File: src/rtl/pxu_pkg.sv
package pxu_pkg;

    typedef enum logic [2:0] {
        FMT_IDX1    = 3'd0,
        FMT_IDX2    = 3'd1,
        FMT_IDX4    = 3'd2,
        FMT_IDX8    = 3'd3,
        FMT_RGB5551 = 3'd4,
        FMT_RGB888  = 3'd5,
        FMT_RGB565  = 3'd6,
        FMT_RGB444  = 3'd7
    } fmt_e;

    localparam int CH_W  = 8;
    localparam int IDX_W = 8;
    localparam int RGB_W = 3 * CH_W;

    // log2 of the bits per pixel for each format
    function automatic logic [2:0] fmt_lg_bpp(fmt_e f);
        case (f)
            FMT_IDX1:    return 3'd0;
            FMT_IDX2:    return 3'd1;
            FMT_IDX4:    return 3'd2;
            FMT_IDX8:    return 3'd3;
            FMT_RGB888:  return 3'd5;
            default:     return 3'd4;
        endcase
    endfunction

endpackage

File: src/rtl/pxu_byte_order.sv
module pxu_byte_order #(
    parameter int WORD_W = 32
) (
    input  logic [WORD_W-1:0] word_in,
    input  logic              reverse,
    output logic [WORD_W-1:0] word_out
);
    localparam int NBYTES = WORD_W / 8;

    for (genvar b = 0; b < NBYTES; b++) begin : g_byte
        assign word_out[b*8 +: 8] = reverse ? word_in[(NBYTES-1-b)*8 +: 8]
                                            : word_in[b*8 +: 8];
    end
endmodule

File: src/rtl/pxu_field_pick.sv
module pxu_field_pick #(
    parameter int WORD_W = 32,
    parameter int CNT_W  = $clog2(WORD_W),
    parameter int OUT_W  = 24
) (
    input  logic [WORD_W-1:0] word,
    input  logic [2:0]        lg_bpp,
    input  logic [CNT_W-1:0]  slot,
    output logic [OUT_W-1:0]  field
);
    localparam int SH_W = CNT_W + 6;

    logic [SH_W-1:0]   shamt;
    logic [WORD_W-1:0] shifted;

    always_comb begin
        shamt   = SH_W'(slot) << lg_bpp;
        shifted = word >> shamt;
    end

    assign field = shifted[OUT_W-1:0];
    logic unused_high;
    assign unused_high = ^shifted[WORD_W-1:OUT_W];
endmodule

File: src/rtl/pxu_color_expand.sv
module pxu_color_expand
    import pxu_pkg::*;
(
    input  fmt_e              fmt,
    input  logic [23:0]       field,
    input  logic              swap_rb,
    output logic [IDX_W-1:0]  index,
    output logic [RGB_W-1:0]  rgb,
    output logic              indexed
);
    logic [CH_W-1:0] red_c, grn_c, blu_c;
    logic [IDX_W-1:0] idx_c;

    always_comb begin
        red_c = '0;
        grn_c = '0;
        blu_c = '0;
        idx_c = '0;
        indexed = 1'b0;
        case (fmt)
            FMT_IDX1: begin idx_c = IDX_W'(field[0]);   indexed = 1'b1; end
            FMT_IDX2: begin idx_c = IDX_W'(field[1:0]); indexed = 1'b1; end
            FMT_IDX4: begin idx_c = IDX_W'(field[3:0]); indexed = 1'b1; end
            FMT_IDX8: begin idx_c = field[7:0];         indexed = 1'b1; end
            FMT_RGB5551: begin
                red_c = {field[4:0],   field[4:2]};
                grn_c = {field[9:5],   field[9:7]};
                blu_c = {field[14:10], field[14:12]};
            end
            FMT_RGB565: begin
                red_c = {field[4:0],   field[4:2]};
                grn_c = {field[10:5],  field[10:9]};
                blu_c = {field[15:11], field[15:13]};
            end
            FMT_RGB444: begin
                red_c = {field[3:0],  field[3:0]};
                grn_c = {field[7:4],  field[7:4]};
                blu_c = {field[11:8], field[11:8]};
            end
            default: begin
                red_c = field[7:0];
                grn_c = field[15:8];
                blu_c = field[23:16];
            end
        endcase
        index = idx_c;
        rgb   = swap_rb ? {blu_c, grn_c, red_c} : {red_c, grn_c, blu_c};
    end
endmodule

File: src/rtl/pxu_unpacker.sv
module pxu_unpacker
    import pxu_pkg::*;
#(
    parameter int WORD_W = 32
) (
    input  logic              clk,
    input  logic              rst_n,
    input  logic              in_valid,
    output logic              in_ready,
    input  logic [WORD_W-1:0] in_word,
    input  logic [2:0]        cfg_mode,
    input  logic              cfg_swap_rb,
    input  logic              cfg_mono,
    input  logic              cfg_byte_rev,
    output logic              out_valid,
    input  logic              out_ready,
    output logic [IDX_W-1:0]  out_index,
    output logic [RGB_W-1:0]  out_rgb,
    output logic              out_indexed,
    output logic              out_mono
);
    localparam int CNT_W = $clog2(WORD_W);

    typedef struct packed {
        logic              full;
        logic [WORD_W-1:0] word;
        fmt_e              fmt;
        logic              swap;
        logic              mono;
        logic [CNT_W-1:0]  cnt;
    } state_t;

    state_t st_d, st_q;

    logic [WORD_W-1:0] ordered_word;
    logic [2:0]        lg_bpp;
    logic [CNT_W-1:0]  last_cnt;
    logic              is_last;
    logic              take_in;
    logic              take_out;
    logic [23:0]       field;

    pxu_byte_order #(.WORD_W(WORD_W)) u_order (
        .word_in  (in_word),
        .reverse  (cfg_byte_rev),
        .word_out (ordered_word)
    );

    pxu_field_pick #(.WORD_W(WORD_W), .CNT_W(CNT_W), .OUT_W(24)) u_pick (
        .word   (st_q.word),
        .lg_bpp (lg_bpp),
        .slot   (st_q.cnt),
        .field  (field)
    );

    pxu_color_expand u_expand (
        .fmt     (st_q.fmt),
        .field   (field),
        .swap_rb (st_q.swap),
        .index   (out_index),
        .rgb     (out_rgb),
        .indexed (out_indexed)
    );

    always_comb begin
        lg_bpp   = fmt_lg_bpp(st_q.fmt);
        last_cnt = CNT_W'((WORD_W >> lg_bpp) - 1);
        is_last  = (st_q.cnt == last_cnt);
        take_out = st_q.full && out_ready;
        in_ready = !st_q.full || (out_ready && is_last);
        take_in  = in_valid && in_ready;

        st_d = st_q;
        if (take_out) begin
            if (is_last) begin
                st_d.full = 1'b0;
                st_d.cnt  = '0;
            end else begin
                st_d.cnt = st_q.cnt + 1'b1;
            end
        end
        if (take_in) begin
            st_d.full = 1'b1;
            st_d.word = ordered_word;
            st_d.fmt  = fmt_e'(cfg_mode);
            st_d.swap = cfg_swap_rb;
            st_d.mono = cfg_mono;
            st_d.cnt  = '0;
        end
    end

    always_ff @(posedge clk or negedge rst_n) begin
        if (!rst_n) begin
            st_q <= '{full: 1'b0, word: '0, fmt: FMT_IDX1, swap: 1'b0,
                      mono: 1'b0, cnt: '0};
        end else begin
            st_q <= st_d;
        end
    end

    assign out_valid = st_q.full;
    assign out_mono  = st_q.mono;

    AST_STALL_HOLD: assert property (@(posedge clk) disable iff (!rst_n)
        out_valid && !out_ready |=> out_valid && $stable(out_rgb)
            && $stable(out_index) && $stable(out_indexed));
    AST_NO_EARLY_ACCEPT: assert property (@(posedge clk) disable iff (!rst_n)
        out_valid && !is_last |-> !in_ready);
    AST_ACCEPT_STARTS_WORD: assert property (@(posedge clk) disable iff (!rst_n)
        in_valid && in_ready |=> out_valid && st_q.cnt == '0);
    AST_CNT_BOUND: assert property (@(posedge clk) disable iff (!rst_n)
        st_q.full |-> st_q.cnt <= last_cnt);
    AST_IDX_RGB_CLEAR: assert property (@(posedge clk) disable iff (!rst_n)
        out_valid && out_indexed |-> out_rgb == '0);
    AST_DIRECT_IDX_CLEAR: assert property (@(posedge clk) disable iff (!rst_n)
        out_valid && !out_indexed |-> out_index == '0);
    AST_CFG_HELD: assert property (@(posedge clk) disable iff (!rst_n)
        out_valid && !(in_valid && in_ready) |=> $stable(st_q.fmt)
            && $stable(st_q.swap) && $stable(out_mono));
endmodule

File: config.mk
export PLATFORM = sky130hd
export DESIGN_NAME = pxu_unpacker
export DESIGN_NICKNAME = d
export VERILOG_FILES = /design/src/rtl/pxu_pkg.sv /design/src/rtl/pxu_byte_order.sv /design/src/rtl/pxu_field_pick.sv /design/src/rtl/pxu_color_expand.sv /design/src/rtl/pxu_unpacker.sv
export SDC_FILE = /design/constraint.sdc
export NUM_CORES = 1
export LEC_CHECK = 0
export ABC_CLOCK_PERIOD_IN_PS = 3400
export BUFFER_PORTS_ARGS = -buffer_cell sky130_fd_sc_hd__buf_2
export CELL_PAD_IN_SITES_DETAIL_PLACEMENT = 2
export CELL_PAD_IN_SITES_GLOBAL_PLACEMENT = 2
export CORE_ASPECT_RATIO = 1.25
export CORE_MARGIN = 1.5
export CORE_UTILIZATION = 30
export DETAILED_ROUTE_END_ITERATION = 6
export PLACE_DENSITY_LB_ADDON = 0.1
export SYNTH_ARGS = -nofsm -noshare
export SYNTH_HDL_FRONTEND = slang
export SYNTH_SLANG_ARGS = --single-unit
File: constraint.sdc
create_clock -name clk -period 3.4 [get_ports clk]
set_clock_uncertainty 0.1 [all_clocks]
set_input_delay 0.34 -clock clk [delete_from_list [all_inputs] [get_ports clk]]
set_output_delay 0.34 -clock clk [all_outputs]
set_load 0.03 [all_outputs]
==> metrics.txt, run 1 <==
Longest Clk Path Bufs 2; largest net degree at the start of global routing 60; Mapped Area 5831 um2; dpl hpwl approximately 27,000 um; H-tree lvl count 2; area leader, netlist dfrtp_1; cell count after synthesis 738; pre-CTS setup slack -0.6352 ns; Die Y 158.9 um; status stopped before the end; clk root buf clkbuf_16; initial antenna violation count 4; Post-synth top flop dfrtp_1; Synth Register Bits between 40 and 50; synth top area cells dfrtp_1 18%, mux2i_1 10%, nand2_1 5.6%, o21ai_0 4.8%, mux4_2 3.9%; Worst End Pin Type top-level output; gpl congestion roughly 0.95; failing step 5_1_grt; IO Port Bufs 77; starting density of the core a little under a third; Avg Inst Size Synth 7.901 um2; EDFF count, synth 0; clk sink count 43; I/O pins 78; worst_ep grt out_rgb[4]; post-synthesis async set-or-reset flop share 100.0%; Die W 127.7 um; error message [ERROR DPL-0033] detailed placement checks failed during check placement.; Yosys warnings 0; Unique masters post-synth 93; cts bufs inserted 5; Yosys top cell area share a little under a fifth; FP Rows 56; post-synthesis sequential area ratio 18.45%; Mapped Nets ~800
## logic make-up after synthesis
group / synth area share [%]
muxes: 17.77
AOI/OAI and AO/OA: 33.13
buffers and inverters: 6.609
adders and majority gates: 0.4291
and+or+nand+nor: 22.70
DFF: 18.45
xor gates and xnor gates: 0.9013
## cells in the mapped netlist (4+ instances only)
master and number:
nor2_1 41, mux2_2 13, a221oi_1 6, dfrtp_1 43
buf_6 4, a32oi_1 15, mux4_2 10, a311oi_1 5
a211oi_1 14, a21o_1 4, o211a_1 10, buf_4 5
o21a_1 6, a2111oi_0 8, xnor2_1 4, and2_1 4
nand3_1 25, nand3b_1 6, mux2i_1 61, a21oi_1 32
o211ai_1 17, nand4_1 9, nand2_1 87, nand2b_1 10
o21ai_0 56, or2_2 5, clkbuf_1 33, a31oi_1 12
nor3b_1 7, o22ai_1 11, and3_1 7, nor3_1 18
o21ai_1 4, nor4_1 6, a2bb2oi_1 5, a221o_1 5
buf_2 23, nor2b_1 8, inv_1 15
## stage by stage
step                      area, um2  cells  TNS [ns]  hold slack, ns
after floorplan                5979    738   -0.1179        -0.05559
after CTS                      9841   1282    -11.40          0.1615
after detailed placement       8297   1228    -12.14          0.2340
after global placement         8297   1228    -9.098          0.2264
## repair_timing
item,in CTS
endpoints found under the setup margin,33
endpoints found under the hold margin,20
hold buffers,1
gates resized for setup,224
buffers inserted,43
cloned,4
pin swaps,40
==> inputs of run 2 (changes only) <==
--- a/config.mk
+++ b/config.mk
@@ -7,13 +7,10 @@
 export LEC_CHECK = 0
 export ABC_CLOCK_PERIOD_IN_PS = 3400
 export BUFFER_PORTS_ARGS = -buffer_cell sky130_fd_sc_hd__buf_2
-export CELL_PAD_IN_SITES_DETAIL_PLACEMENT = 2
-export CELL_PAD_IN_SITES_GLOBAL_PLACEMENT = 2
-export CORE_ASPECT_RATIO = 1.25
 export CORE_MARGIN = 1.5
-export CORE_UTILIZATION = 30
+export CORE_UTILIZATION = 20
 export DETAILED_ROUTE_END_ITERATION = 6
-export PLACE_DENSITY_LB_ADDON = 0.1
+export PLACE_DENSITY_LB_ADDON = 0.15
 export SYNTH_ARGS = -nofsm -noshare
 export SYNTH_HDL_FRONTEND = slang
 export SYNTH_SLANG_ARGS = --single-unit
==> run 2 against run 1 <==
Net effect: the flow now finishes, with violations (setup timing); synthesized cell count unchanged; synthesized area unchanged.
==> metrics.txt, run 2 <==
cell count after synthesis about 740; first-pass GRT wire length approximately 47,000 um; Worst Tran Pin Value roughly 0.9 ns; Synth Register Bits 43; Yosys warnings 0; Area Growth Syn to Fin 86.82%; max cap viols 0; maximum fanout along the worst path 6; Setup-failing EPs final 32; end-of-flow core utilization 37.95%; met1 GRT Util between 20 and 30%; Vias/cell about 5.2; Worst Setup SP st_q[8]; most frequent cell on the critical path buf_4; core area about 29,000 um2; pre-CTS setup slack -0.5321 ns; largest net degree at the start of global routing 65; Longest Clk Path Bufs 2; top-count cell post-synth nand2_1; Post-synth top flop dfrtp_1; Mapped Area 5831 um2; Pre-antenna DRT Iters 7; Compound-Gate Fraction of Synth Area 33.13%; vias in the first global route between 7,000 and 8,000; synth top area cells dfrtp_1 18%, mux2i_1 10%, nand2_1 5.6%, o21ai_0 4.8%, mux4_2 3.9%; final hold violation count 0; reg2reg end st_q[2]; most frequent cells in the layout 274 x buf_4, 79 x nand2_1, 68 x buf_6, 52 x mux2i_1, 49 x o21ai_0; M3 GR Usage 2.039%; CP arrival 3.54 ns; Yosys top cell area share 18.45%; post-synthesis async set-or-reset flop share 100.0%; Die W roughly 170 um; gpl congestion between 0.9 and 1; WP data required around 3.0 ns; final instance area roughly 11,000 um2; EDFF count, synth 0; DRC 0; H-tree lvl count 2; clk root buf clkbuf_16; global route hottest layer met2; dpl hpwl 24,360 um; FP Rows 62; Avg Inst Size Synth approximately 8 um2; CP Cell Sequence buf_4 -> mux2_4 -> buf_4 -> a32oi_1 -> buf_4 -> a21oi_4 -> nor4_4 -> buf_4 -> a222oi_1 -> buf_4 -> buf_6 -> a221o_1 -> a211oi_2 -> a311oi_4 -> buf_6; clk sink count 43; min cycle time layout around 4 ns; R2R cell count 12; post-synthesis mux area share between 10% and 20%; DR vias slightly below 8,000; Post-Synth XOR/XNOR Area less than 1%; I/O pins around 80; setup ws final -0.5820 ns; layout cells sized above 1 ~57%; GRT Total Usage between 20% and 30%; IO Port Bufs 77; Worst path slowest cell dfrtp_2; final period utilization 117.1%; wire per inst about 22 um; M2 GR Usage between 30% and 40%; antenna-violating nets left 0; cts bufs inserted 5; Unique masters post-synth 93; Critical Setup Path Class reg2out; Initial DRC Count about 640; commonest non-fill, non-tap cell in the layout buf_4; Die Y between 150 and 200 um; diode count 0; Reg with most FFs st_q; Clock transition at path regs roughly 0.07 ns; worst skew pair latency roughly 0.30 ns; Synth Area in Adders less than 1%; endpoint class of the critical path output pin; class of the tightest hold or removal check in2async; Die ar. approximately 30,000 um2; post-synthesis sequential area ratio a little under a fifth; status complete, but fails checks; starting density of the core 20.31%; failing checks setup timing; worst r2r src st_q[8]; Final #Nets between 1,000 and 1,500; synth cell count leaders 87 x nand2_1, 61 x mux2i_1, 56 x o21ai_0; Area after DPL 8567 um2; Max-slew headroom ~40%; R2R setup slack ~0.4 ns; CTS tree done; initial antenna violation count 0; final WL approximately 32,000 um; RSZ-0062 raised after global routing true; combinational family with the most area after synthesis compound AO/OA/AOI/OAI gates; Worst path max stage delay ~0.47 ns; Final TNS setup -13.76 ns; Peak Freq approximately 250 MHz; kind of start point of the critical path flip-flop; Synth Area in Simple Gates between 20% and 30%; Slew Viols, Final 0; Mapped Nets around 780; Hold Buf Count CTS 0; area leader, netlist dfrtp_1; gr ovfl total 0; Largest register FFs 41
==> run 2: worst max path at each step <==
| stage | cells past startpoint | endpoint | slack [ns] |
|---|---|---|---|
| 4_1_cts | 11 | out_rgb[22] | -0.49 |
| 3_3_place_gp | 10 | out_rgb[2] | -0.58 |
| 6_report | 15 | out_rgb[4] | -0.58 |
| 5_1_grt | 14 | out_rgb[22] | -0.66 |
| 2_1_floorplan | 10 | out_rgb[20] | -0.11 |
| 3_5_place_dp | 10 | out_rgb[2] | -0.53 |
==> run 2: cells by family after synthesis <==
logic type	count (synthesis)
buffers and inverters	82
multiplexers	87
adder cells (fa/ha/maj)	2
flip-flops	43
AO/OA/AOI/OAI	263
AND/OR/NAND/NOR	255
XOR/XNOR	6
==> run 2: worst max-delay path: cells and delay by family, from the launching register on <==
| kind | cells | cell delay (ns) |
|---|---|---|
| AO/OA/AOI/OAI | 6 | 0.97 |
| buffers and inverters | 7 | 1.15 |
| flip-flops | 1 | 0.47 |
| multiplexers | 1 | 0.34 |
| AND/OR/NAND/NOR | 1 | 0.30 |
==> run 2: cell type report <==
class | instances | area, um2
tap | 384 | 480.5
fill | 2970 | 17810
clock inverter | 2 | 35.03
multi-input combinational | 615 | 5669
timing repair buffer | 406 | 3423
inverter | 16 | 63.81
clock buffer | 6 | 138.9
sequential | 43 | 1082
==> run 2: per-layer routing <==
metal	part of all wire (%)	wire (um)	up-vias
met5	0	0	-
met4	3.5	1111	0
met3	4.6	1468	71
met2	46	14640	290
met1	46	14670	3740
li1	-	-	3593
==> run 2: timing repair <==
action | CTS | global route
gates cloned | 2 | 3
resized for setup | 166 | 176
pin swaps | 32 | 71
setup endpoints to repair | 32 | 33
setup buffers | 31 | 42
endpoints found under the hold margin | 0 | 0
==> run 2: stage by stage <==
step / hold slack [ns] / std cells
2_1_floorplan: -0.05559 / 738
3_3_place_gp: 0.3713 / 1394
3_5_place_dp: 0.3771 / 1394
4_1_cts: 0.08400 / 1433
5_1_grt: 0.1112 / 1472
6_report: 0.04245 / 1472
Power of run 2 is left out: the tool's default activity adds up to more than one toggle a clock period on the data nets, which glitch-free logic cannot reach.
==> inputs of run 3 (changes only) <==
--- a/config.mk
+++ b/config.mk
@@ -7,6 +7,8 @@
 export LEC_CHECK = 0
 export ABC_CLOCK_PERIOD_IN_PS = 3400
 export BUFFER_PORTS_ARGS = -buffer_cell sky130_fd_sc_hd__buf_2
+export CELL_PAD_IN_SITES_DETAIL_PLACEMENT = 1
+export CELL_PAD_IN_SITES_GLOBAL_PLACEMENT = 1
 export CORE_MARGIN = 1.5
 export CORE_UTILIZATION = 20
 export DETAILED_ROUTE_END_ITERATION = 6
@@ -14,3 +16,4 @@
 export SYNTH_ARGS = -nofsm -noshare
 export SYNTH_HDL_FRONTEND = slang
 export SYNTH_SLANG_ARGS = --single-unit
+export TNS_END_PERCENT = 20
==> run 3 against run 2 <==
Net effect: the flow still finishes with violations (setup timing); worst setup slack better by 0.0051 ns; fmax grew 0.13%; largest cell class unchanged; global-route usage up 0.91 points.
==> metrics.txt, run 3 (synthesized netlist as in run 2, its figures left out) <==
register area around 1100 um2; layout cells sized above 1 just over 50%; dpl cells approximately 1,400; CP arrival 3.54 ns; Critical Setup Path Class reg2out; vias in the first global route between 7,000 and 8,000; WP data required 2.96 ns; largest net degree at the start of global routing 36; GRT Total Usage 21.31%; worst skew pair latency 0.30 ns; Largest register FFs 41; min cycle time layout roughly 4.0 ns; Longest Clk Path Bufs 2; antenna-violating nets left 0; most frequent cells in the layout 271 x buf_4, 82 x nand2_1, 56 x mux2i_1, 51 x buf_2, 50 x o21ai_0; IO Port Bufs 77; core area around 29,000 um2; filler-free cell count of the finished design 1,429; gpl congestion 0.9205; CP Cell Sequence buf_4 -> or2_2 -> buf_4 -> nor3_2 -> buf_4 -> nand3_1 -> o2111a_2 -> or2_2 -> a221oi_1 -> buf_4 -> a2111o_1 -> nand3_2 -> buf_6; failing checks setup timing; kind of start point of the critical path flip-flop; Clock transition at path regs roughly 0.07 ns; I/O pins around 80; maximum fanout along the worst path 8; Slew Viols, Final 0; max cap viols 0; Peak Freq approximately 250 MHz; commonest non-fill, non-tap cell in the layout buf_4; Setup-failing EPs final 32; Vias/cell around 5.2; dpl hpwl about 26,000 um; Max-slew headroom between 40 and 50%; final hold violation count 0; first-pass GRT wire length between 40,000 and 50,000 um; class of the tightest hold or removal check in2reg; gr ovfl total 0; diode count 0; endpoint class of the critical path output pin; H-tree lvl count 2; status complete, but fails checks; starting density of the core between 20 and 25%; Worst path max stage delay approximately 0.48 ns; Final TNS setup -13.68 ns; Die ar. a little over 30,000 um2; DRC 0; setup ws final -0.5769 ns; Largest delay share family, worst path simple AND/OR/NAND/NOR gates; Worst path slowest cell dfrtp_2; Pre-antenna DRT Iters 5; Filler cells roughly 3,400; end-of-flow core utilization 34.28%; initial antenna violation count 0; Final #Nets 1,088; Area Growth Syn to Fin 68.76%; WP buf/inv 5; cts bufs inserted 5; CTS tree done; Reg with most FFs st_q; wire per inst ~23 um; final WL around 32,000 um; clk sink count 43; Die Y between 150 and 200 um; most frequent cell on the critical path buf_4; FP Rows 62; Die W roughly 170 um; final period utilization 117.0%; Initial DRC Count around 420; RSZ-0062 raised after global routing true; area of the multi-input gates around 5200 um2; clk root buf clkbuf_16; DR vias between 7,000 and 8,000; Worst Tran Pin Value between 0.8 and 0.9 ns
[run 3: what timing repair did]
| item | 4_1_cts | 5_1_grt |
|---|---|---|
| hold buffers | 1 | 0 |
| setup buffers | 22 | 15 |
| endpoints found under the setup margin | 32 | 33 |
| cloned | 2 | 0 |
| endpoints found under the hold margin | 25 | 0 |
| resized for setup | 147 | 59 |
| pin swaps | 26 | 21 |
[run 3: per-layer routing]
layer  track usage [%]  share of wire, %  vias to the layer above
met5                 0              0.20                        -
met1             28.72                46                     3682
met4             8.046               3.5                        2
met2             34.87                47                      210
met3             2.368               3.5                       53
li1                  -                 -                     3514
[run 3: final cells by class]
class | instances | share of cell area (%)
inverter | 16 | 0.6104
tap | 384 | 4.883
sequential | 43 | 10.97
timing repair buffer | 364 | 29.43
clock buffer | 5 | 1.272
clock inverter | 3 | 0.2670
multi-input combinational | 614 | 52.57
[run 3: worst register-to-register path, delay by kind of cell, from the launching register on]
family	cells	cell delay, ns
buf+inv	5	0.87
compound gates	3	0.54
simple gates	3	0.47
flops	1	0.45
xor+xnor	2	0.33
fa+ha+maj	1	0.22
[run 3: path summary, 6_finish.rpt]
check	slack, ns	cells after the start	from	to
max in group asynchronous	1.96	3	rst_n	st_q[9]
hold reg to reg	0.38	2	st_q[10]	st_q[10]
setup / recovery	-0.58	13	st_q[9]	out_rgb[13]
min in group asynchronous	0.48	2	rst_n	st_q[12]
setup reg to reg	0.32	14	st_q[8]	st_q[40]
hold / removal	0.16	2	cfg_mode[2]	st_q[9]
[run 3: per-stage QoR]
step	area [um2]	hold WS (ns)	worst slack [ns]
5_1_grt	9839	0.1649	-0.6990
3_5_place_dp	8448	0.3141	-0.6168
2_1_floorplan	5893	-0.05559	-0.2244
6_report	9839	0.1630	-0.5769
4_1_cts	9415	0.1525	-0.5802
3_3_place_gp	8448	0.3136	-0.5382
Power of run 3 is left out for the same reason.
